[src/rtl/clock_victim_pkg.sv]
package clock_victim_pkg;

  typedef enum logic [1:0] {
    SW_IDLE  = 2'd0,
    SW_CLEAN = 2'd1,
    SW_REF   = 2'd2
  } sweep_state_e;

endpackage

[src/rtl/frame_flags.sv]
module frame_flags #(
  parameter int FRAMES = 8,
  parameter int IDXW   = $clog2(FRAMES)
) (
  input  logic              clk,
  input  logic              rst_n,
  input  logic              mark_valid,
  input  logic [IDXW-1:0]   mark_idx,
  input  logic              mark_write,
  input  logic              clr_used_en,
  input  logic [IDXW-1:0]   clr_used_idx,
  input  logic              clr_mod_en,
  input  logic [IDXW-1:0]   clr_mod_idx,
  output logic [FRAMES-1:0] used_q,
  output logic [FRAMES-1:0] mod_q
);

  for (genvar g = 0; g < FRAMES; g++) begin : g_frame
    logic hit_mark;
    assign hit_mark = mark_valid && (mark_idx == IDXW'(g));

    // a touch always wins over a sweep clear
    always_ff @(posedge clk) begin
      if (!rst_n) begin
        used_q[g] <= 1'b0;
      end else if (hit_mark) begin
        used_q[g] <= 1'b1;
      end else if (clr_used_en && (clr_used_idx == IDXW'(g))) begin
        used_q[g] <= 1'b0;
      end
    end

    always_ff @(posedge clk) begin
      if (!rst_n) begin
        mod_q[g] <= 1'b0;
      end else if (hit_mark && mark_write) begin
        mod_q[g] <= 1'b1;
      end else if (clr_mod_en && (clr_mod_idx == IDXW'(g))) begin
        mod_q[g] <= 1'b0;
      end
    end
  end

  assert_touch_sets_R2: assert property (@(posedge clk) disable iff (!rst_n)
    mark_valid |=> used_q[$past(mark_idx)]);

  assert_write_sets_mod_R8: assert property (@(posedge clk) disable iff (!rst_n)
    (mark_valid && mark_write) |=> mod_q[$past(mark_idx)]);

endmodule

[src/rtl/sweep_ctrl.sv]
module sweep_ctrl
  import clock_victim_pkg::*;
#(
  parameter int FRAMES = 8,
  parameter int IDXW   = $clog2(FRAMES)
) (
  input  logic              clk,
  input  logic              rst_n,
  input  logic              start,
  input  logic              clean_mode,
  input  logic [FRAMES-1:0] used_q,
  input  logic [FRAMES-1:0] mod_q,
  output logic              busy,
  output logic              found_valid,
  output logic [IDXW-1:0]   found_idx,
  output logic              clr_used_en,
  output logic [IDXW-1:0]   clr_used_idx,
  output logic              clr_mod_en,
  output logic [IDXW-1:0]   clr_mod_idx
);

  localparam int CW = (FRAMES > 1) ? $clog2(FRAMES) : 1;
  localparam int LW = $clog2(2 * FRAMES + 3) + 1;
  localparam logic [IDXW-1:0] LAST = IDXW'(FRAMES - 1);

  sweep_state_e    st;
  logic [IDXW-1:0] cur;
  logic [IDXW-1:0] ptr;
  logic [CW-1:0]   lap_cnt;
  logic [IDXW-1:0] cur_next;
  logic [IDXW-1:0] ptr_next;
  logic            cur_used;
  logic            cur_mod;
  logic            hit;

  assign cur_next = (cur == LAST) ? '0 : cur + 1'b1;
  assign ptr_next = (ptr == LAST) ? '0 : ptr + 1'b1;
  assign cur_used = used_q[cur];
  assign cur_mod  = mod_q[cur];

  always_comb begin
    hit = 1'b0;
    unique case (st)
      SW_CLEAN: hit = !cur_used && !cur_mod;
      SW_REF:   hit = !cur_used;
      default:  hit = 1'b0;
    endcase
  end

  assign busy         = (st != SW_IDLE);
  assign clr_used_en  = (st == SW_REF) && cur_used;
  assign clr_used_idx = cur;
  assign clr_mod_en   = hit;
  assign clr_mod_idx  = cur;

  always_ff @(posedge clk) begin
    if (!rst_n) begin
      st          <= SW_IDLE;
      cur         <= '0;
      ptr         <= LAST;
      lap_cnt     <= '0;
      found_valid <= 1'b0;
      found_idx   <= '0;
    end else begin
      found_valid <= 1'b0;
      unique case (st)
        SW_IDLE: begin
          if (start) begin
            cur     <= ptr_next;
            lap_cnt <= '0;
            st      <= clean_mode ? SW_CLEAN : SW_REF;
          end
        end
        SW_CLEAN, SW_REF: begin
          if (hit) begin
            st          <= SW_IDLE;
            ptr         <= cur;
            found_idx   <= cur;
            found_valid <= 1'b1;
          end else begin
            cur <= cur_next;
            if (st == SW_CLEAN) begin
              if (lap_cnt == CW'(FRAMES - 1)) begin
                st <= SW_REF;
              end else begin
                lap_cnt <= lap_cnt + 1'b1;
              end
            end
          end
        end
        default: st <= SW_IDLE;
      endcase
    end
  end

  // search length monitor for the step bound
  logic [LW-1:0] steps;
  always_ff @(posedge clk) begin
    if (!rst_n) begin
      steps <= '0;
    end else if (!busy) begin
      steps <= '0;
    end else begin
      steps <= steps + 1'b1;
    end
  end

  assert_step_bound_R9: assert property (@(posedge clk) disable iff (!rst_n)
    busy |-> (steps <= LW'(2 * FRAMES + 1)));

  assert_busy_after_start_R3: assert property (@(posedge clk) disable iff (!rst_n)
    (start && !busy) |=> busy);

  assert_strobe_single_R5: assert property (@(posedge clk) disable iff (!rst_n)
    found_valid |=> !found_valid);

  assert_strobe_ends_search_R5: assert property (@(posedge clk) disable iff (!rst_n)
    found_valid |-> (!busy && $past(busy)));

endmodule

[src/rtl/clock_victim_sel.sv]
module clock_victim_sel #(
  parameter int FRAMES = 8,
  parameter int IDXW   = $clog2(FRAMES)
) (
  input  logic            clk,
  input  logic            rst_n,
  input  logic            touch_valid,
  input  logic [IDXW-1:0] touch_idx,
  input  logic            touch_write,
  input  logic            replace_req,
  input  logic            clean_first,
  output logic            busy,
  output logic            victim_valid,
  output logic [IDXW-1:0] victim_idx
);

  logic [FRAMES-1:0] used_q;
  logic [FRAMES-1:0] mod_q;
  logic              clr_used_en;
  logic [IDXW-1:0]   clr_used_idx;
  logic              clr_mod_en;
  logic [IDXW-1:0]   clr_mod_idx;
  logic              start;

  assign start = replace_req && !busy;

  frame_flags #(.FRAMES(FRAMES), .IDXW(IDXW)) u_flags (
    .clk          (clk),
    .rst_n        (rst_n),
    .mark_valid   (touch_valid),
    .mark_idx     (touch_idx),
    .mark_write   (touch_write),
    .clr_used_en  (clr_used_en),
    .clr_used_idx (clr_used_idx),
    .clr_mod_en   (clr_mod_en),
    .clr_mod_idx  (clr_mod_idx),
    .used_q       (used_q),
    .mod_q        (mod_q)
  );

  sweep_ctrl #(.FRAMES(FRAMES), .IDXW(IDXW)) u_ctrl (
    .clk          (clk),
    .rst_n        (rst_n),
    .start        (start),
    .clean_mode   (clean_first),
    .used_q       (used_q),
    .mod_q        (mod_q),
    .busy         (busy),
    .found_valid  (victim_valid),
    .found_idx    (victim_idx),
    .clr_used_en  (clr_used_en),
    .clr_used_idx (clr_used_idx),
    .clr_mod_en   (clr_mod_en),
    .clr_mod_idx  (clr_mod_idx)
  );

  // a victim's used flag is clear unless a touch landed on it in the deciding cycle
  assert_victim_unused_R4: assert property (@(posedge clk) disable iff (!rst_n)
    victim_valid |-> (!used_q[victim_idx] || $past(touch_valid && (touch_idx == victim_idx))));

endmodule

[config.mk]
export PLATFORM = sky130hd
export DESIGN_NAME = clock_victim_sel
export DESIGN_NICKNAME = d
export VERILOG_FILES = /design/src/rtl/clock_victim_pkg.sv /design/src/rtl/frame_flags.sv /design/src/rtl/sweep_ctrl.sv /design/src/rtl/clock_victim_sel.sv
export SDC_FILE = /design/constraint.sdc
export NUM_CORES = 1
export LEC_CHECK = 0
export CELL_PAD_IN_SITES_DETAIL_PLACEMENT = 1
export CELL_PAD_IN_SITES_GLOBAL_PLACEMENT = 2
export CORE_MARGIN = 2
export CORE_UTILIZATION = 36
export DETAILED_ROUTE_END_ITERATION = 6
export GPL_TIMING_DRIVEN = 0
export PLACE_DENSITY = 0.9
export SLEW_MARGIN = 10
export SYNTH_ARGS = -nofsm -noshare
export SYNTH_HDL_FRONTEND = slang
export SYNTH_SLANG_ARGS = --single-unit
[constraint.sdc]
create_clock -name clk -period 2.5 [get_ports clk]
set_input_delay 0.625 -clock clk [delete_from_list [all_inputs] [get_ports clk]]
set_output_delay 0.625 -clock clk [all_outputs]
set_load 0.01 [all_outputs]
Yosys cells after proc, flatten, opt, wreduce, memory -nomap -nowiden
Index checks and enable logic that the tools add are counted.
Word-level totals
  bits in registers: 31
  input port bits: 9
  output and inout bits: 5
Operators by class
  $add $sub $neg: 3
  order comparisons: 1
  equality and inequality tests: 24
  mux-type cells: 54
  reductions and logical operators: 65
Operators with widths (number)
  2-bit nonzero test: 18
  1-bit logical AND: 35
  1-bit two-way mux: 35
  3-bit equality test, second input constant: 10
  3-bit two-way mux: 8
  3-bit by 2-bit equality test with 1-bit output, second input constant: 4
  3-bit one-hot mux with 2 select lines: 2
  2-bit two-way mux: 5
  3-bit by 1-bit adder with 3-bit output, second input constant: 3
  1-bit binary-select mux with 3-bit select: 2
  3-bit by 1-bit equality test with 1-bit output, second input constant: 2
  3-bit zero test: 2
  2-bit != test, second input constant: 3
  3-bit by 2-bit != test with 1-bit output, second input constant: 2
  3-bit AND reduction: 2
  5-bit AND reduction: 1
  3-bit by 4-bit < comparator with 1-bit output, second input constant: 1
  2-bit one-hot mux with 2 select lines: 1
  2-bit AND reduction: 2
  1-bit zero test: 3
  2-bit by 1-bit equality test with 1-bit output, second input constant: 1
  2-bit equality test, second input constant: 1
  2-bit zero test: 1
  2-bit by 1-bit != test with 1-bit output, second input constant: 1
  2 further kinds: 2

Logic depth before layout (Yosys ltp)
  depth in word-level cells: 8
  gate-level depth with buffers: 8
  mapped depth without buffers: 7

Hierarchy
Synthesis repeated with hierarchy kept, for this count alone.
Unflattened totals
  cell total of the unflattened synthesis: 181
  area total of the unflattened synthesis: 1742.9 sq um
By module, submodules not included
  sweep_ctrl: times used 1, cells each 106, area each 1029.7 sq um
  frame_flags: times used 1, cells each 74, area each 699.4 sq um
  clock_victim_sel: times used 1, cells each 1, area each 13.8 sq um

Worst setup path before layout
No wires, ideal clock.
  path kind: register to register
  start point: register u_ctrl.cur[1], in the netlist u_ctrl.clr_mod_idx[1]
  end point: register u_flags.mod_q[0]
  library setup time: 0.117 ns
  arrival: 1.998 ns
  data required time: 2.383 ns
  setup slack: 0.385 ns
  cell stages (with the launch flop): 7
  buffers on the path: 1
  clock period less this slack: 2.115 ns
  cell sequence: dfxtp_1 -> buf_6 -> mux4_2 -> mux2i_4 -> o211ai_4 -> or4_1 -> a32o_1
Between the ends
  longest elaborated chain between the ends: 7
  elaborated cells on any way between the ends: 11
  classes of those cells: 5 x mux; 6 x reduce/logical
Ends and longest elaborated chain
  start, declared: line sweep_ctrl.sv:27  | logic [IDXW-1:0] cur;
  start signal, assigned: line sweep_ctrl.sv:69  | cur <= ptr_next;
  start signal, assigned: line sweep_ctrl.sv:81  | cur <= cur_next;
  1-bit binary-select mux with 3-bit select, on equally long branches: line sweep_ctrl.sv:38, sweep_ctrl.sv:39
  1-bit two-way mux, on equally long branches: line sweep_ctrl.sv:38, sweep_ctrl.sv:39
  1-bit zero test, on equally long branches: line sweep_ctrl.sv:44, sweep_ctrl.sv:45
  1-bit logical AND: line sweep_ctrl.sv:44  | SW_CLEAN: hit = !cur_used && !cur_mod;
  1-bit one-hot mux with 2 select lines: line sweep_ctrl.sv:43  | unique case (st)
  1-bit logical AND (*): line frame_flags.sv:38  | end else if (clr_mod_en && (clr_mod_idx == IDXW'(g))) begin
  2-bit nonzero test (no source line) (*)
  end signal, assigned by index: line frame_flags.sv:35  | mod_q[g] <= 1'b0;
  end signal, assigned by index: line frame_flags.sv:37  | mod_q[g] <= 1'b1;
  end signal, assigned by index: line frame_flags.sv:39  | mod_q[g] <= 1'b0;
  end, declared: line frame_flags.sv:15  | output logic [FRAMES-1:0] mod_q
Every way passes the cells marked *; elsewhere a longest branch is shown, timed or not. The select of a mux whose other input is x is not followed.
A chain may end at the register's enable or synchronous reset.

Worst setup path in the final report
  start point: register u_ctrl.cur[1], in the netlist u_ctrl.clr_mod_idx[1]
  end point: register u_flags.mod_q[4]
Same word-level chain as after synthesis.

==> metrics.csv <==
metric;value;unit
number of instances in the placed design;277;
Final min period;2.37;ns
cells along the critical path;buf_6 -> mux4_2 -> mux2i_4 -> o211ai_4 -> or4_1 -> a32o_1;
crit path launch;u_ctrl.clr_mod_idx[1];
width of the die;74.4;microns
measured slew at the worst slew-check pin;0.753;ns
antenna violations before repair;0;
Layout Area Growth over Synthesis;17.7;%
Setup crit start kind;flip-flop;
vias post-DR;1536;
Largest stage delay, worst path;0.53;ns
Hold Path Origin;u_flags.mod_q[5];
std cell rows;25;
final hold slack;0.473;ns
Root Driver;clkbuf_8;
Static Leakage;0.751;nW
Post-DP HPWL;3460;microns
setup tns final;0;ns
Detailed Route Iter0 Violations;84;
# IOs;14;
Peak Freq;422;MHz
Max Buffers Root-to-Sink;2;
Worst Hold Class;flip-flop to flip-flop;
Ys Warns;0;
dominant cell type by area after synthesis;dfxtp_1;
Seq/Total Area, Yosys;34.8;%
vias per cell;5.41;
synthesized cell area;1780;sq um
Hold Buf Count CTS;0;
post-synth cell types;39;
TritonCTS clock tree;built;
Placer Congestion;0.805;
clock skew;0.00402;ns
Avg WL per Cell;16.1;microns
Seq cells post-synth;31;
Hold Violations, Final;0;
Max Cap Viol;0;
final-stage net count;240;
# clock sinks;31;
CP max stage cell;mux4_2;
postcts setup bufs;0;
Routed Antenna Nets;0;
Chip Height;74.4;microns
status;completed;
RR Startpoint;u_ctrl.clr_mod_idx[1];
CP Data Arrival Time;2.55;ns
core footprint;4750;sq um
Total GRT Usage;18.2;%
setup violators final;0;
Post-synth EDFFs;0;
WP data required;2.68;ns
pwr dens;816;nW/um^2
final non-filler cell total;284;
Max-slew headroom;49.7;%
post-layout total power;1.71;mW
Syn Area/Cell;9.04;sq um
H-tree levels;2;
Worst setup EP type;flip-flop;
DRC;0;
CTS clk-pin slew, worst paths;0.06;ns
drt pass-1 iters;4;
first-pass GRT wire length;7380;microns
Buf/Inv on CP;1;
Filler cells;577;
final max-slew violation count;0;
final period utilization;94.9;%
Antenna Cells;0;
Main synth FF type;dfxtp_1;
peak fanout along the critical path;10;
RSZ-0062 raised after global routing;false;
kind of critical path;flip-flop to flip-flop;
initial core utilization;37.5;%
number of global-route vias before repair;1454;
total CTS buffers;5;
peak supply drop;0.000330;V
post-synth top area share;34.8;%
GRT overflow;0;
top cells by area, synth;dfxtp_1, ha_1, a21oi_1, mux2i_1, nand2_1;
Crit path max-delay family;multiplexers;
worst-skew pair later-pin latency;0.28;ns
largest net degree at the start of global routing;11;
Synth Net Count;220;
Mapped Cells;197;
ys async rst share;0;%
total wire length;4570;microns
Buffers on Ports;13;
layout cells sized above 1;9.68;%
DIE AREA;5530;sq um
metrics by stage:
stage	area [sq um]	worst slack [ns]	util (%)
4_1_cts	2090	0.107	43.9
5_1_grt	2100	0.00185	44.1
3_5_place_dp	2000	-0.299	42.0
2_1_floorplan	1780	0.385	-
6_report	2100	0.129	44.1
3_3_place_gp	2000	-0.347	42.0
registers in the layout (all words and copies together), names as in the netlist:
register            flops
u_ctrl.ptr              3
u_ctrl.found_valid      1
u_ctrl.lap_cnt          3
u_flags.used_q          8
u_ctrl.clr_mod_idx      3
u_ctrl.found_idx        3
u_flags.mod_q           8
u_ctrl.st               2
Yosys cell counts (2+ instances only):
cell,n
dfxtp_1,31
nand2_1,17
a21oi_1,15
inv_1,15
ha_1,14
o21ai_0,11
clkbuf_1,8
nand3_1,8
mux2i_1,7
o41ai_1,7
a32o_1,6
nand2b_1,6
o31ai_1,5
mux2_2,4
nor2_1,4
or3_1,4
or4_1,4
and3_1,3
a22o_1,2
buf_2,2
mux4_2,2
nor2b_1,2
nor3_1,2
nor3b_1,2
o21a_1,2
report_power, final:
part,total [mW],internal (mW),switching (mW)
logic,0.717,0.281,0.436
clock network,0.401,0.216,0.186
registers,0.593,0.546,0.0475
layer usage:
| layer | GRT usage (%) | part of all wire (%) | up-vias |
|---|---|---|---|
| met1 | 24.7 | 48 | 733 |
| met5 | 0 | 0 | - |
| met2 | 29.0 | 47 | 28 |
| met4 | 5.95 | 1.3 | 0 |
| li1 | - | - | 768 |
| met3 | 4.07 | 3.6 | 7 |
cells in the final DEF (no fill, tap or decap), types with 2 or more instances in the layout:
master	netlist	routed
a21oi_1	15	15
a22o_1	2	2
a32o_1	6	6
and3_1	3	3
buf_2	2	2
clkbuf_1	8	7
clkbuf_8	0	6
clkdlybuf4s50_1	0	13
dfxtp_1	31	31
ha_1	14	14
inv_1	15	15
mux2_2	4	4
mux2i_1	7	7
mux4_2	2	2
nand2_1	17	17
nand2b_1	6	6
nand3_1	8	8
nor2_1	4	4
nor2b_1	2	2
nor3_1	2	2
o21a_1	2	2
o21ai_0	11	10
o31ai_1	5	5
o41ai_1	7	7
or3_1	4	4
or4_1	4	4
worst min-delay path, cell delays in order (launching register included):
cell	delay [ns]
dfxtp_1	0.31
o41ai_1	0.06
a21oi_1	0.06
repair_timing:
action | 4_1_cts | 5_1_grt
gates cloned | 0 | 0
gates resized for setup | 1 | 5
endpoints found under the setup margin | 3 | 8
logic make-up after synthesis:
family                     synth area share [%]
AOI/OAI and AO/OA                          21.6
buffers and inverters                      6.25
muxes                                      10.3
and+or+nand+nor                            17.2
adders and majority gates                  9.83
DFF                                        34.8
path summary, 6_finish.rpt:
check                                        end  slack [ns]  cells after the start
worst min register to register  u_flags.mod_q[5]        0.47                      2
worst max register to register  u_flags.mod_q[4]        0.13                      6
worst max-delay path            u_flags.mod_q[4]        0.13                      6
worst min-delay path            u_flags.mod_q[5]        0.47                      2
cell type report:
type                       count  area, sq um  area share, %
multi-input combinational    139         1060           50.7
sequential                    31          621           29.6
timing repair buffer          13          130           6.21
tap                           67         83.8           4.00
clock buffer                   6         82.6           3.94
inverter                      16         60.1           2.86
buffer                        11         52.6           2.51
clock inverter                 1         5.00          0.239
Power figures use the tool's default switching activity.
